===== config.mk =====
export PLATFORM = sky130hd
export DESIGN_NAME = quad_snapshot_reader
export DESIGN_NICKNAME = d
export VERILOG_FILES = /design/src/rtl/qsr_pkg.sv /design/src/rtl/qsr_quad_decoder.sv /design/src/rtl/qsr_updown.sv /design/src/rtl/qsr_read_inhibit.sv /design/src/rtl/qsr_byte_select.sv /design/src/rtl/quad_snapshot_reader.sv
export SDC_FILE = /design/constraint.sdc
export NUM_CORES = 1
export LEC_CHECK = 0
export BUFFER_PORTS_ARGS = -buffer_cell sky130_fd_sc_hd__buf_2
export CAP_MARGIN = 20
export CORE_UTILIZATION = 25
export CTS_BUF_LIST = sky130_fd_sc_hd__clkbuf_4
export DETAILED_ROUTE_END_ITERATION = 12
export PLACE_DENSITY_LB_ADDON = 0.05
export SLEW_MARGIN = 5
export SYNTH_ARGS = -nofsm -noshare
export SYNTH_HDL_FRONTEND = slang
export SYNTH_HIERARCHICAL = 1
export SYNTH_SLANG_ARGS = --single-unit
export TNS_END_PERCENT = 1

===== constraint.sdc =====
create_clock -name clk -period 8.2 [get_ports clk]
set_input_delay 1.23 -clock clk [delete_from_list [all_inputs] [get_ports clk]]
set_output_delay 1.23 -clock clk [all_outputs]
set_load 0.02 [all_outputs]

===== src/rtl/qsr_pkg.sv =====
package qsr_pkg;

   // Direction of one decoded quadrature step
   typedef enum logic [1:0] {
      STEP_NONE = 2'b00,
      STEP_UP   = 2'b01,
      STEP_DOWN = 2'b10
   } qsr_step_e;

endpackage


===== src/rtl/qsr_quad_decoder.sv =====
module qsr_quad_decoder
   import qsr_pkg::*;
(
   input  logic      clk,
   input  logic      rst_n,
   input  logic      ch_a,
   input  logic      ch_b,
   output logic [1:0] ab_now,
   output logic [1:0] ab_old,
   output qsr_step_e step
);

   // Two sample stages: current channel pair and the one before it
   always_ff @(posedge clk or negedge rst_n) begin
      if (!rst_n) begin
         ab_now <= 2'b00;
         ab_old <= 2'b00;
      end else begin
         ab_now <= {ch_a, ch_b};
         ab_old <= ab_now;
      end
   end

   // x4 decode: every legal Gray-code edge is one count
   always_comb begin
      unique case ({ab_old, ab_now})
         4'b0010, 4'b1011, 4'b1101, 4'b0100: step = STEP_UP;
         4'b1000, 4'b1110, 4'b0111, 4'b0001: step = STEP_DOWN;
         default:                             step = STEP_NONE;
      endcase
   end

   // A legal step never changes both channels at once
   AST_STEP_SINGLE_BIT: assert property (@(posedge clk) disable iff (!rst_n)
      (step != STEP_NONE) |-> ($countones(ab_now ^ ab_old) == 1));

endmodule


===== src/rtl/qsr_updown.sv =====
module qsr_updown
   import qsr_pkg::*;
#(
   parameter int unsigned WIDTH = 16
)(
   input  logic             clk,
   input  logic             rst_n,
   input  qsr_step_e        step,
   output logic [WIDTH-1:0] count
);

   localparam logic [WIDTH-1:0] ONE = WIDTH'(1);

   always_ff @(posedge clk or negedge rst_n) begin
      if (!rst_n) begin
         count <= '0;
      end else begin
         unique case (step)
            STEP_UP:   count <= count + ONE;
            STEP_DOWN: count <= count - ONE;
            default:   count <= count;
         endcase
      end
   end

   // The count moves by at most one per clock, modulo 2^WIDTH
   AST_UNIT_MOVE: assert property (@(posedge clk) disable iff (!rst_n)
      (count == $past(count)) || (count == $past(count) + ONE)
      || (count == $past(count) - ONE));

endmodule


===== src/rtl/qsr_read_inhibit.sv =====
module qsr_read_inhibit (
   input  logic clk,
   input  logic rst_n,
   input  logic oe_n,
   input  logic sel,
   output logic frozen
);

   // Read controls are taken on the falling edge of clk
   always_ff @(negedge clk or negedge rst_n) begin
      if (!rst_n) begin
         frozen <= 1'b0;
      end else if (!oe_n && !sel) begin
         frozen <= 1'b1;
      end else if (oe_n && sel) begin
         frozen <= 1'b0;
      end
   end

   // Holding sel high never starts a freeze
   AST_SINGLE_BYTE_NO_FREEZE: assert property (@(negedge clk) disable iff (!rst_n)
      sel |=> !$rose(frozen));

   // A freeze survives the gap between two short read pulses
   AST_FREEZE_HOLDS_IN_GAP: assert property (@(negedge clk) disable iff (!rst_n)
      (frozen && !sel) |=> frozen);

endmodule


===== src/rtl/qsr_byte_select.sv =====
module qsr_byte_select #(
   parameter int unsigned BUS_W = 8
)(
   input  logic [2*BUS_W-1:0] word,
   input  logic               oe_n,
   input  logic               sel,
   output logic [BUS_W-1:0]   bus_data,
   output logic               bus_drive
);

   logic [BUS_W-1:0] picked;

   // Bitwise byte steering: sel low takes the upper half
   for (genvar i = 0; i < BUS_W; i++) begin : g_bit
      assign picked[i] = sel ? word[i] : word[BUS_W + i];
   end

   assign bus_drive = !oe_n;
   assign bus_data  = bus_drive ? picked : '0;

endmodule


===== src/rtl/quad_snapshot_reader.sv =====
module quad_snapshot_reader
   import qsr_pkg::*;
#(
   parameter int unsigned BUS_W   = 8,
   parameter int unsigned COUNT_W = 16
)(
   input  logic             clk,
   input  logic             rst_n,
   input  logic             ch_a,
   input  logic             ch_b,
   input  logic             oe_n,
   input  logic             sel,
   output logic [BUS_W-1:0] bus_data,
   output logic             bus_drive
);

   localparam int unsigned BYTES = COUNT_W / BUS_W;

   // Elaboration-time parameter checks
   if (BUS_W < 1) begin : g_bad_bus
      $error("quad_snapshot_reader: BUS_W must be at least 1");
   end
   if (BYTES != 2 || COUNT_W % BUS_W != 0) begin : g_bad_split
      $error("quad_snapshot_reader: COUNT_W must equal two bus widths");
   end

   logic [1:0]         ab_now;
   logic [1:0]         ab_old;
   qsr_step_e          step;
   logic [COUNT_W-1:0] count;
   logic [COUNT_W-1:0] hold_q;
   logic               frozen;

   qsr_quad_decoder u_dec (
      .clk    (clk),
      .rst_n  (rst_n),
      .ch_a   (ch_a),
      .ch_b   (ch_b),
      .ab_now (ab_now),
      .ab_old (ab_old),
      .step   (step)
   );

   qsr_updown #(.WIDTH(COUNT_W)) u_cnt (
      .clk   (clk),
      .rst_n (rst_n),
      .step  (step),
      .count (count)
   );

   qsr_read_inhibit u_inh (
      .clk    (clk),
      .rst_n  (rst_n),
      .oe_n   (oe_n),
      .sel    (sel),
      .frozen (frozen)
   );

   // Holding register: tracks the counter unless a read is in progress
   always_ff @(posedge clk or negedge rst_n) begin
      if (!rst_n) begin
         hold_q <= '0;
      end else if (!frozen) begin
         hold_q <= count;
      end
   end

   qsr_byte_select #(.BUS_W(BUS_W)) u_sel (
      .word      (hold_q),
      .oe_n      (oe_n),
      .sel       (sel),
      .bus_data  (bus_data),
      .bus_drive (bus_drive)
   );

   AST_HOLD_FROZEN: assert property (@(posedge clk) disable iff (!rst_n)
      frozen |=> $stable(hold_q));

   AST_HOLD_FOLLOWS: assert property (@(posedge clk) disable iff (!rst_n)
      !frozen |=> (hold_q == $past(count)));

   AST_DOUBLE_CHANGE_IGNORED: assert property (@(posedge clk) disable iff (!rst_n)
      ((ab_now ^ ab_old) == 2'b11) |=> $stable(count));

   AST_BUS_IDLE: assert property (@(posedge clk) disable iff (!rst_n)
      oe_n |-> (!bus_drive && bus_data == '0));

endmodule


==> out/qor.yml <==
synth:
  synthArstFlopShare: 1.00
  seq_area_frac_synth: 0.362
  synth_cell_types: 65
  synth_area_per_cell_um2: 9.87
  synth_edf_count: 0
  netlist_area_um2: 2560
  yosys_warnings: 6
  synthCells: 259
  ys_seq_elements: 37
  syn_nets: 269
  synthFlopType: "dfrtp_1"
clock_network:
  clkTransAtPathRegs_ns: 0.12
  clock_latency_ns: 0.35
  cts_resized: 0
  post_cts_buffers: 0
  cts_buffers: 5
  cts_sinks: 37
  htreeDepth: 2
  postCtsHoldBufs: 0
  clockBufferDepth: 2
  clock-root-buffer: "clkbuf_4"
  cts_tree: "done"
floorplan:
  ios: 15
  die_h_um: 103
  rows: 36
  initial_core_util: 0.259
  die_area_um2: 10600
  core_area_um2: 9860
  die_w_um: 103
global_route:
  grt_pass1_wl_um: 10900
  antenna_found_initial: 0
  grt_start_max_net_pins: 38
  grt_overflow_total: 0
  grt_pass1_vias: 1885
  grt_use_total: 0.136
sta:
  clock_skew_ns: 0.0169
  rsz0062_at_grt: "no"
  finalSetupTns_ns: 0
  slew-limit-headroom: 0.429
  slew_viol_final: 0
  worst_slack_ns: 2.18
  tightest_slew_ns: 0.857
  hold_viol_final: 0
  finalSetupViolCount: 0
routing:
  vias: 1910
  dr.pass1.iters: 4
  via_per_inst: 4.86
  final_antenna_net_count: 0
  routed_wirelength_um: 6410
  drc: 0
  routedWlPerCell_um: 16.3
  first_iter_violations: 135
placement:
  place_area_um2: 2670
  dp_cells: 385
  dp_slack_ns: 1.81
  place_congestion: 0.731
  hpwl_um: 4470
  port_buffers: 14
power:
  p_clk_frac: 0.144
  comb_power_share: 0.393
  powerDensity_nw_per_um2: 333
  swShare: 0.438
  ir_drop_uv: 68.2
  power.internal_uw: 514
  seq_power_share: 0.463
  power_switching_uw: 400
  p_leak_uw: 0.00112
setup_path:
  cp.required_ns: 4.29
  end_kind: "flip-flop"
  cp_max_fo: 9
  crit_type: "primary input to flip-flop"
  rr_worst_depth: 1
  rr_endpoint: "hold_q[15]"
  cp-start-kind: "primary input"
  ff2ff_setup_slack_ns: 2.64
  r2r_start: "u_inh/frozen"
  crit_arrival_ns: 2.11
finish:
  layout-drive-gt1-share: 0.188
  nets: 269
  final_area_um2: 2750
  mostFrequentLayoutCell: "dfrtp_1"
  area_growth_pct: 7.34
  nFillCells: 1048
  n_antenna_cell: 0
  stdcell_count: 393
  layout_common_cells: "dfrtp_1 (36), nor2_1 (28), xnor2_1 (15)"
hold_path:
  whs_path_depth: 0
  hold-path-endpoint: "u_dec/ab_old[0]"
  min_from: "u_dec/ab_now[0]"
  hp-class: "flip-flop to flip-flop"
run_status:
  status: "finished, final reports clean"
job:
  maxCapViolations: 0
## power by group through the flow
stage / Clock, uW / Sequential, uW / Combinational (uW)
after global placement: 0 / 438 / 362
after detailed placement: 0 / 433 / 359
after CTS: 139 / 428 / 361
after floorplan: 0 / 319 / 376
after global routing: 146 / 446 / 403
final: 131 / 423 / 359
## metal layers
metal  up-vias  GRT usage  share of wire
met5         -          0              0
met4         0     0.0498          0.014
met3         7     0.0224          0.032
met2        31      0.216           0.47
met1       936      0.187           0.49
li1        936          -              -
## through the flow
stage               utilization  hold slack [ns]  power, uW
global route              0.278            0.432        995
global placement          0.270            0.390        800
finish                    0.278            0.412        914
CTS                       0.278            0.413        928
detailed placement        0.270            0.383        792
floorplan                     -            0.372        694
## worst max path at each step
stage,startpoint,endpoint,cells past startpoint
3_5_place_dp,sel,u_inh/frozen,4
4_1_cts,sel,u_inh/frozen,4
2_1_floorplan,oe_n,u_inh/frozen,3
5_1_grt,sel,u_inh/frozen,4
6_report,sel,u_inh/frozen,4
3_3_place_gp,sel,u_inh/frozen,4
## cells by family after synthesis
kind of cell    count (synthesis)  share of synthesized area
simple gates                   77                      0.164
compound gates                 57                      0.168
buf+inv                        32                     0.0690
fa+ha+maj                       4                     0.0196
flops                          37                      0.362
xor+xnor                       23                     0.0788
mux                            29                      0.138
## sequential cells by signal, indices dropped and copies added, names as in the netlist
signal,count
u_inh/frozen,1
u_cnt/count,16
u_dec/ab_old,2
hold_q,16
u_dec/ab_now,2
## cell usage after synthesis (2+ instances only)
library cell / number / share of area
xnor2_1: 15 / 0.051
a41oi_1: 2 / 0.0069
xor2_1: 8 / 0.027
a21o_1: 4 / 0.012
mux2i_1: 11 / 0.043
nor4_1: 3 / 0.0073
buf_1: 4 / 0.0059
clkbuf_1: 6 / 0.0088
nor2_1: 28 / 0.041
a31oi_1: 2 / 0.0049
buf_2: 8 / 0.016
mux2_2: 7 / 0.031
o22ai_1: 3 / 0.0073
and3_1: 2 / 0.0049
inv_1: 9 / 0.013
ha_1: 4 / 0.020
o32a_1: 2 / 0.0078
nand4_1: 2 / 0.0049
nand2_1: 11 / 0.016
or4_1: 2 / 0.0059
dfrtp_1: 36 / 0.35
nor3_1: 2 / 0.0039
nor4b_1: 2 / 0.0069
nand3_1: 5 / 0.0098
or3_1: 3 / 0.0073
nand3b_1: 2 / 0.0059
o21ai_0: 9 / 0.018
buf_6: 4 / 0.018
nand4b_1: 3 / 0.010
o211ai_1: 2 / 0.0059
a21oi_1: 14 / 0.027
mux2_4: 11 / 0.065
## final cells by class
type / instances / area [um2] / area share
clock buffer: 5 / 37.5 / 0.0137
clock inverter: 3 / 41.3 / 0.0150
inverter: 9 / 33.8 / 0.0123
multi-input combinational: 190 / 1460 / 0.530
sequential: 37 / 926 / 0.337
tap: 133 / 166 / 0.0606
timing repair buffer: 16 / 85.1 / 0.0310
## critical path, stage by stage
cell	delay (ns)
buf_2	0.23
inv_1	0.07
ha_1	0.29
mux2_4	0.29
No activity file was read; power rests on OpenSTA's default activity.
